$ cat src/rtl/dual_edge_capture.sv
module dual_edge_capture #(
  parameter int CNT_W       = 8,
  parameter int SYNC_STAGES = 2,
  parameter int ADDR_W      = 2,
  parameter int CTRL_W      = 3
) (
  input  logic              clk,
  input  logic              rst_n,
  input  logic              cap_in,
  input  logic              cnt_en,
  input  logic              wr_en,
  input  logic [ADDR_W-1:0] wr_addr,
  input  logic [CTRL_W-1:0] wr_data,
  input  logic [ADDR_W-1:0] rd_addr,
  output logic [CNT_W-1:0]  rd_data,
  output logic              irq
);
  localparam logic [ADDR_W-1:0] A_FALL = ADDR_W'(0);
  localparam logic [ADDR_W-1:0] A_RISE = ADDR_W'(1);
  localparam logic [ADDR_W-1:0] A_CTRL = ADDR_W'(2);
  localparam logic [ADDR_W-1:0] A_CNT  = ADDR_W'(3);

  logic [SYNC_STAGES-1:0] sync_q;
  logic                   prev_q;
  logic [CNT_W-1:0]       cnt, cap_rise, cap_fall;
  logic                   edge_sel, irq_en, flag;

  wire level     = sync_q[SYNC_STAGES-1];
  wire rise_det  = level & ~prev_q;
  wire fall_det  = ~level & prev_q;
  wire ctrl_wr   = wr_en && (wr_addr == A_CTRL);
  wire set_flag  = (rise_det & ~edge_sel) | (fall_det & edge_sel);
  wire clr_flag  = ctrl_wr & ~wr_data[2];

  always_ff @(posedge clk) begin
    if (!rst_n) begin
      sync_q <= '0;
      prev_q <= 1'b0;
    end else begin
      sync_q <= {sync_q[SYNC_STAGES-2:0], cap_in};
      prev_q <= level;
    end
  end

  always_ff @(posedge clk) begin
    if (!rst_n)      cnt <= '0;
    else if (cnt_en) cnt <= cnt + 1'b1;
  end

  always_ff @(posedge clk) begin
    if (!rst_n) begin
      cap_rise <= '0;
      cap_fall <= '0;
    end else begin
      if (rise_det) cap_rise <= cnt;
      if (fall_det) cap_fall <= cnt;
    end
  end

  always_ff @(posedge clk) begin
    if (!rst_n) begin
      edge_sel <= 1'b0;
      irq_en   <= 1'b0;
      flag     <= 1'b0;
    end else begin
      if (ctrl_wr) begin
        edge_sel <= wr_data[0];
        irq_en   <= wr_data[1];
      end
      flag <= set_flag | (flag & ~clr_flag);
    end
  end

  assign irq = flag & irq_en;

  always_comb begin
    unique case (rd_addr)
      A_FALL:  rd_data = cap_fall;
      A_RISE:  rd_data = cap_rise;
      A_CTRL:  rd_data = {{(CNT_W-3){1'b0}}, flag, irq_en, edge_sel};
      A_CNT:   rd_data = cnt;
      default: rd_data = '0;
    endcase
  end
endmodule

$ cat config.mk
export PLATFORM = sky130hd
export DESIGN_NAME = dual_edge_capture
export DESIGN_NICKNAME = d
export VERILOG_FILES = /design/src/rtl/dual_edge_capture.sv
export SDC_FILE = /design/constraint.sdc
export NUM_CORES = 1
export LEC_CHECK = 0
export BUFFER_PORTS_ARGS = -buffer_cell sky130_fd_sc_hd__clkbuf_2
export CORE_ASPECT_RATIO = 0.7
export CORE_MARGIN = 3
export CORE_UTILIZATION = 45
export CTS_CLUSTER_DIAMETER = 60
export DETAILED_ROUTE_END_ITERATION = 6
export PLACE_DENSITY = 0.66
export SLEW_MARGIN = 5
export SYNTH_ARGS = -nofsm -noshare
export SYNTH_HDL_FRONTEND = slang
export SYNTH_SLANG_ARGS = --single-unit
$ cat constraint.sdc
create_clock -name clk -period 1.8 [get_ports clk]
set_input_delay 0.36 -clock clk [delete_from_list [all_inputs] [get_ports clk]]
set_output_delay 0.36 -clock clk [all_outputs]
set_load 0.05 [all_outputs]
==> results.toml, run 1 <==
[detailed_routing]
wire_per_inst_um = 14.3
dr_total_vias = 1056
drtPass1Iterations = 4
drt_iter0_drc = 54
wl_um = 2910
drc = 0
vias_per_cell = 5.20
ant_nets = 0

[clock_network]
tritoncts = "yes"
cts_buffers = 5
clk_latency_ns = 0.27
cts_root_buffer = "clkbuf_8"
clk_pin_slew_ns = 0.06
cts.sinks = 30
htreeDepth = 2
cts_setup_buffers = 0
clk_path_buf_depth = 2

[synthesis]
mappedNetlistArea_sq_um = 1360
synthCells = 145
yosys_warnings = 0
async_flop_share_pct = 0
synth.area.top_cells = "dfxtp_1, nand2_1, a21boi_0, mux2_2, and2_1"
ys_types = 24
synth_top_area_share_pct = 44.2
yosysMostFrequentCell = "nand2_1"
ys_seq_area_share_pct = 44.2
synth.largest_area_cell = "dfxtp_1"
synthTopCellsByCount = "nand2_1, dfxtp_1, a21boi_0"
ys_ff_latch = 30
avgSynthCellArea_sq_um = 9.36
ys.flop_type = "dfxtp_1"
synth-edff-count = 0
synthesis.nets = 158

[global_route]
grt_max_degree = 31
grt_pass1_wl_um = 4990
grt_pass1_vias = 1078
overflow = 0
grt_usage_pct = 18.2
antenna_found_initial = 0

[final_layout]
final_area_sq_um = 1590
layout-drive-gt1-share_pct = 24.3
area_delta_synth_final_pct = 17.1
diodes = 0
nets = 182

[placed_design]
place.gp.congestion = 0.766
place_ws_ns = 0.0570
io_buffers = 20
hpwl_um = 2080
placed_area_sq_um = 1510

[sta]
fin_crit_sh_pct = 97.4
finalWorstSetupSlack_ns = 0.0465
finalHoldViolCount = 0
fin_tns_setup_ns = 0
setup_viol = 0
rsz0062_at_grt = "no"
worst_pin_slew_ns = 0.458
fin_skew_ns = 0.00157
min_period_ns = 1.75
slew-limit-headroom_pct = 69.5
max_freq_mhz = 570
finalMaxSlewViolations = 0

[critical_path]
crit_path_top_delay_cell = "mux4_2"
slowest_delay_ns = 0.49
worstReg2RegEnd = "cnt[6]"
reg2regPathDepth = 4
arrival_ns = 1.39
worstPathRequired_ns = 1.44
regToRegStartpoint = "cnt[1]"
cpLargestDelayFamily = "multiplexers"
cp-start-kind = "flop"
regToRegSetupSlack_ns = 0.41
cp_num_buf_inv = 1
path_cells = "mux4_2, clkbuf_2"
crit_path_end_kind = "output port"
path_class = "flop to output port"
crit_fanout = 6

[hold_path]
worstHoldStart = "cap_in"
holdPathEnd = "sync_q[0]"
hold_depth = 2
hold_class = "primary input to flop"

[power]
leakage_nw = 0.640
power_density_nw_per_um2 = 801
clkPwrFrac_pct = 38.2
switching_power_uw = 288
vdd_drop_max_mv = 0.505
swShare_pct = 22.6
power_frac_comb_pct = 7.5
p_int_uw = 984
power_frac_seq_pct = 54.3

[floorplanning]
dieWidth_um = 71.7
io-pin-count = 21
start_util_pct = 50.9
die-area_sq_um = 3720
core.rowCount = 15
core_sq_um = 2670
dieHeight_um = 52.0

[outcome]
status = "finished, final reports clean"

[job]
maxCapViolCount = 0
-- layout by cell type (no fill, tap or decap), drive strengths merged, types with 4 or more instances in the layout --
cell / synthesis / final
a22o: 5 / 5
o21ai: 4 / 4
mux2: 5 / 5
buf: 4 / 9
a21boi: 20 / 20
nand2: 35 / 35
and2: 8 / 8
clkbuf: 7 / 26
mux2i: 4 / 4
nor2b: 5 / 5
dfxtp: 30 / 30
-- cell families after synthesis --
group / count (synthesis) / share of synthesized area (%)
AO/OA/AOI/OAI: 29 / 15.8
flip-flops: 30 / 44.2
multiplexers: 12 / 12.4
XOR/XNOR: 4 / 2.58
buffers and inverters: 11 / 3.50
adder cells (fa/ha/maj): 1 / 0.922
AND/OR/NAND/NOR: 58 / 20.6
-- area by class of cell --
cell class	instances	area (sq um)
multi-input combinational	104	709
fill	240	1080
timing repair buffer	28	160
clock buffer	7	76.3
sequential	30	601
tap	34	42.5
-- state kept, by name, indices dropped and copies added (netlist names) --
register and cells:
cap_fall 8, cap_rise 8, sync_q 2, flag 1, edge_sel 1, prev_q 1, irq_en 1, cnt 8
-- through the flow --
step	hold WS, ns	utilization [%]	std cells	total power, mW
finish	0.292	59.6	203	1.27
global placement	0.414	56.8	196	0.796
CTS	0.285	59.6	203	1.29
floorplan	0.412	-	145	0.766
global route	0.296	59.6	203	1.32
detailed placement	0.419	56.8	196	0.801
-- timing repair --
action | CTS | global route
hold buffers | 0 | 0
setup endpoints to repair | 0 | 1
gates resized for setup | 0 | 1
-- worst max-delay path by stage --
stage	endpoint	depth (start not counted)	startpoint	slack (ns)
6_report	rd_data[1]	2	cnt[1]	0.05
5_1_grt	rd_data[1]	2	cnt[1]	0.007
3_5_place_dp	rd_data[3]	4	rd_addr[1]	0.06
2_1_floorplan	rd_data[2]	2	rd_addr[0]	0.08
4_1_cts	rd_data[0]	2	cnt[0]	0.01
3_3_place_gp	rd_data[2]	3	rd_addr[0]	0.08
-- metal layers --
layer	global-route usage [%]	vias to the layer above	wire length (um)
met5	0	-	0
li1	-	541	-
met1	23.8	489	1460
met4	10.9	0	14
met2	26.2	24	1270
met3	5.60	2	161
-- power groups by stage --
stage / Combinational, mW / Sequential (mW) / Clock [mW]
finish: 0.0953 / 0.690 / 0.487
global placement: 0.0932 / 0.703 / 0
floorplan: 0.0656 / 0.700 / 0
detailed placement: 0.0961 / 0.705 / 0
global route: 0.105 / 0.692 / 0.526
CTS: 0.0966 / 0.690 / 0.504
Note: power is estimated with default switching activity, not from simulation.
==> run 2, diff against run 1 <==
BUFFER_PORTS_ARGS = -buffer_cell sky130_fd_sc_hd__buf_4   (was -buffer_cell sky130_fd_sc_hd__clkbuf_2)
==> run 2 against run 1 <==
Wire length up 0.62%. Design area grew 3.1%. First-iteration DRC count stayed put. Flip-flop and latch count is the same. Power increased by 5.0%. Clock skew rose by 0.0013 ns. Worst hold slack about the same. Non-clock buffer count down 2. Global-route usage fell by 0.34 points. Clock power grew 12%. Critical endpoint is now rd_data[0].
==> results.toml, run 2 (synthesized netlist as in run 1, its figures left out) <==
[clock_network]
cts_buffers = 5
cts_root_buffer = "clkbuf_8"
cts.hold.buffers_added = 0
ctsResizeCount = 0
htreeDepth = 2
clk_pin_slew_ns = 0.06
clk_latency_ns = 0.28
tritoncts = "yes"
clk_path_buf_depth = 2
cts.sinks = 30
cts_setup_buffers = 0

[critical_path]
cp-start-kind = "flop"
slowest_delay_ns = 0.50
crit_fanout = 6
path_cells = "mux4_2, buf_4"
crit_path_end_kind = "output port"
regToRegStartpoint = "cnt[0]"
arrival_ns = 1.37
regToRegSetupSlack_ns = 0.40
worstPathRequired_ns = 1.44
cpLargestDelayFamily = "multiplexers"
path_class = "flop to output port"
worstReg2RegEnd = "cnt[6]"
crit_path_top_delay_cell = "mux4_2"
cp_num_buf_inv = 1
reg2regPathDepth = 4

[global_route]
top_usage_layer = "met2"
use_met1_pct = 23.0
grt_usage_pct = 17.9
grt_pass1_wl_um = 4860
gr-usage-met3_pct = 6.56
grt_pass1_vias = 1021
use_met2_pct = 26.1
grt_max_degree = 31
antenna_found_initial = 0
overflow = 0

[hold_path]
worstHoldStart = "cap_in"
hold_depth = 2
hold_class = "primary input to flop"
holdPathEnd = "sync_q[0]"

[detailed_routing]
ant_nets = 0
dr_total_vias = 1060
wire_per_inst_um = 14.5
drc = 0
drt_iter0_drc = 54
vias_per_cell = 5.25
drtPass1Iterations = 5
wl_um = 2920

[sta]
min_period_ns = 1.73
rsz0062_at_grt = "no"
worst_pin_slew_ns = 0.369
fin_crit_sh_pct = 96.0
finalMaxSlewViolations = 0
fin_skew_ns = 0.00284
setup_viol = 0
finalHoldViolCount = 0
max_freq_mhz = 579
slew-limit-headroom_pct = 75.3
whs_ns = 0.291
fin_tns_setup_ns = 0

[power]
vdd_drop_max_mv = 0.598
power_density_nw_per_um2 = 815
leakage_nw = 0.653

[placed_design]
post-place-cells = 194
io_buffers = 20
placed_area_sq_um = 1550
place.gp.congestion = 0.755
hpwl_um = 2090

[final_layout]
fin_util_pct = 61.5
reg_top3 = "cap_fall x8, cap_rise x8, cnt x8"
final_area_sq_um = 1640
layout_common_cells = "nand2_1, dfxtp_1, buf_4"
multi_input_area_sq_um = 709
seq_area_sq_um = 601
final_cells = 202
area_delta_synth_final_pct = 20.7
mostFrequentLayoutCell = "nand2_1"
diodes = 0
n_fill_cell = 246
layout-drive-gt1-share_pct = 24.4
nets = 180

[floorplanning]
io-pin-count = 21
dieHeight_um = 52.0
core.rowCount = 15
dieWidth_um = 71.7
start_util_pct = 50.9
core_sq_um = 2670
die-area_sq_um = 3720

[job]
maxCapViolCount = 0

[outcome]
status = "finished, final reports clean"
## run 2: power breakdown
| part | switching [mW] | internal [mW] | total, mW |
|---|---|---|---|
| Sequential | 0.0141 | 0.676 | 0.690 |
| Combinational | 0.0519 | 0.0490 | 0.101 |
| Clock | 0.237 | 0.308 | 0.545 |
| Total | 0.303 | 1.03 | 1.34 |
## run 2: worst max path at each step
stage / slack, ns / cells past startpoint / endpoint / from
global route: 0.02 / 2 / rd_data[1] / cnt[1]
floorplan: 0.08 / 2 / rd_data[2] / rd_addr[0]
finish: 0.07 / 2 / rd_data[0] / cnt[0]
CTS: 0.07 / 2 / rd_data[0] / cnt[0]
global placement: 0.14 / 3 / rd_data[2] / rd_addr[0]
detailed placement: 0.15 / 3 / rd_data[2] / rd_addr[0]
## run 2: area by class of cell
| cell class | count | area share, % |
|---|---|---|
| flip-flops and latches | 30 | 36.6 |
| clock buffers | 7 | 5.27 |
| clock inverters | 1 | 0.305 |
| repair buffers | 26 | 11.9 |
| well taps | 34 | 2.60 |
| multi-input cells | 104 | 43.3 |
## run 2: metal layers
metal / routed length [um] / share of wire, % / vias up
met5: 0 / 0 / -
met4: 45 / 1.5 / 0
met3: 158 / 5.4 / 5
met2: 1270 / 43 / 19
met1: 1450 / 50 / 502
li1: - / - / 534
## run 2: worst reg2reg max path: stages (launching register included)
cell and delay, ns:
dfxtp_1 0.47, ha_1 0.22, nand4_1 0.16, or3_1 0.34
a21boi_1 0.15
## run 2: through the flow
| step | power, mW | setup WS (ns) |
|---|---|---|
| detailed placement | 0.806 | 0.151 |
| finish | 1.34 | 0.0716 |
| CTS | 1.35 | 0.0734 |
| global placement | 0.801 | 0.142 |
| global route | 1.40 | 0.0247 |
| floorplan | 0.766 | 0.0850 |
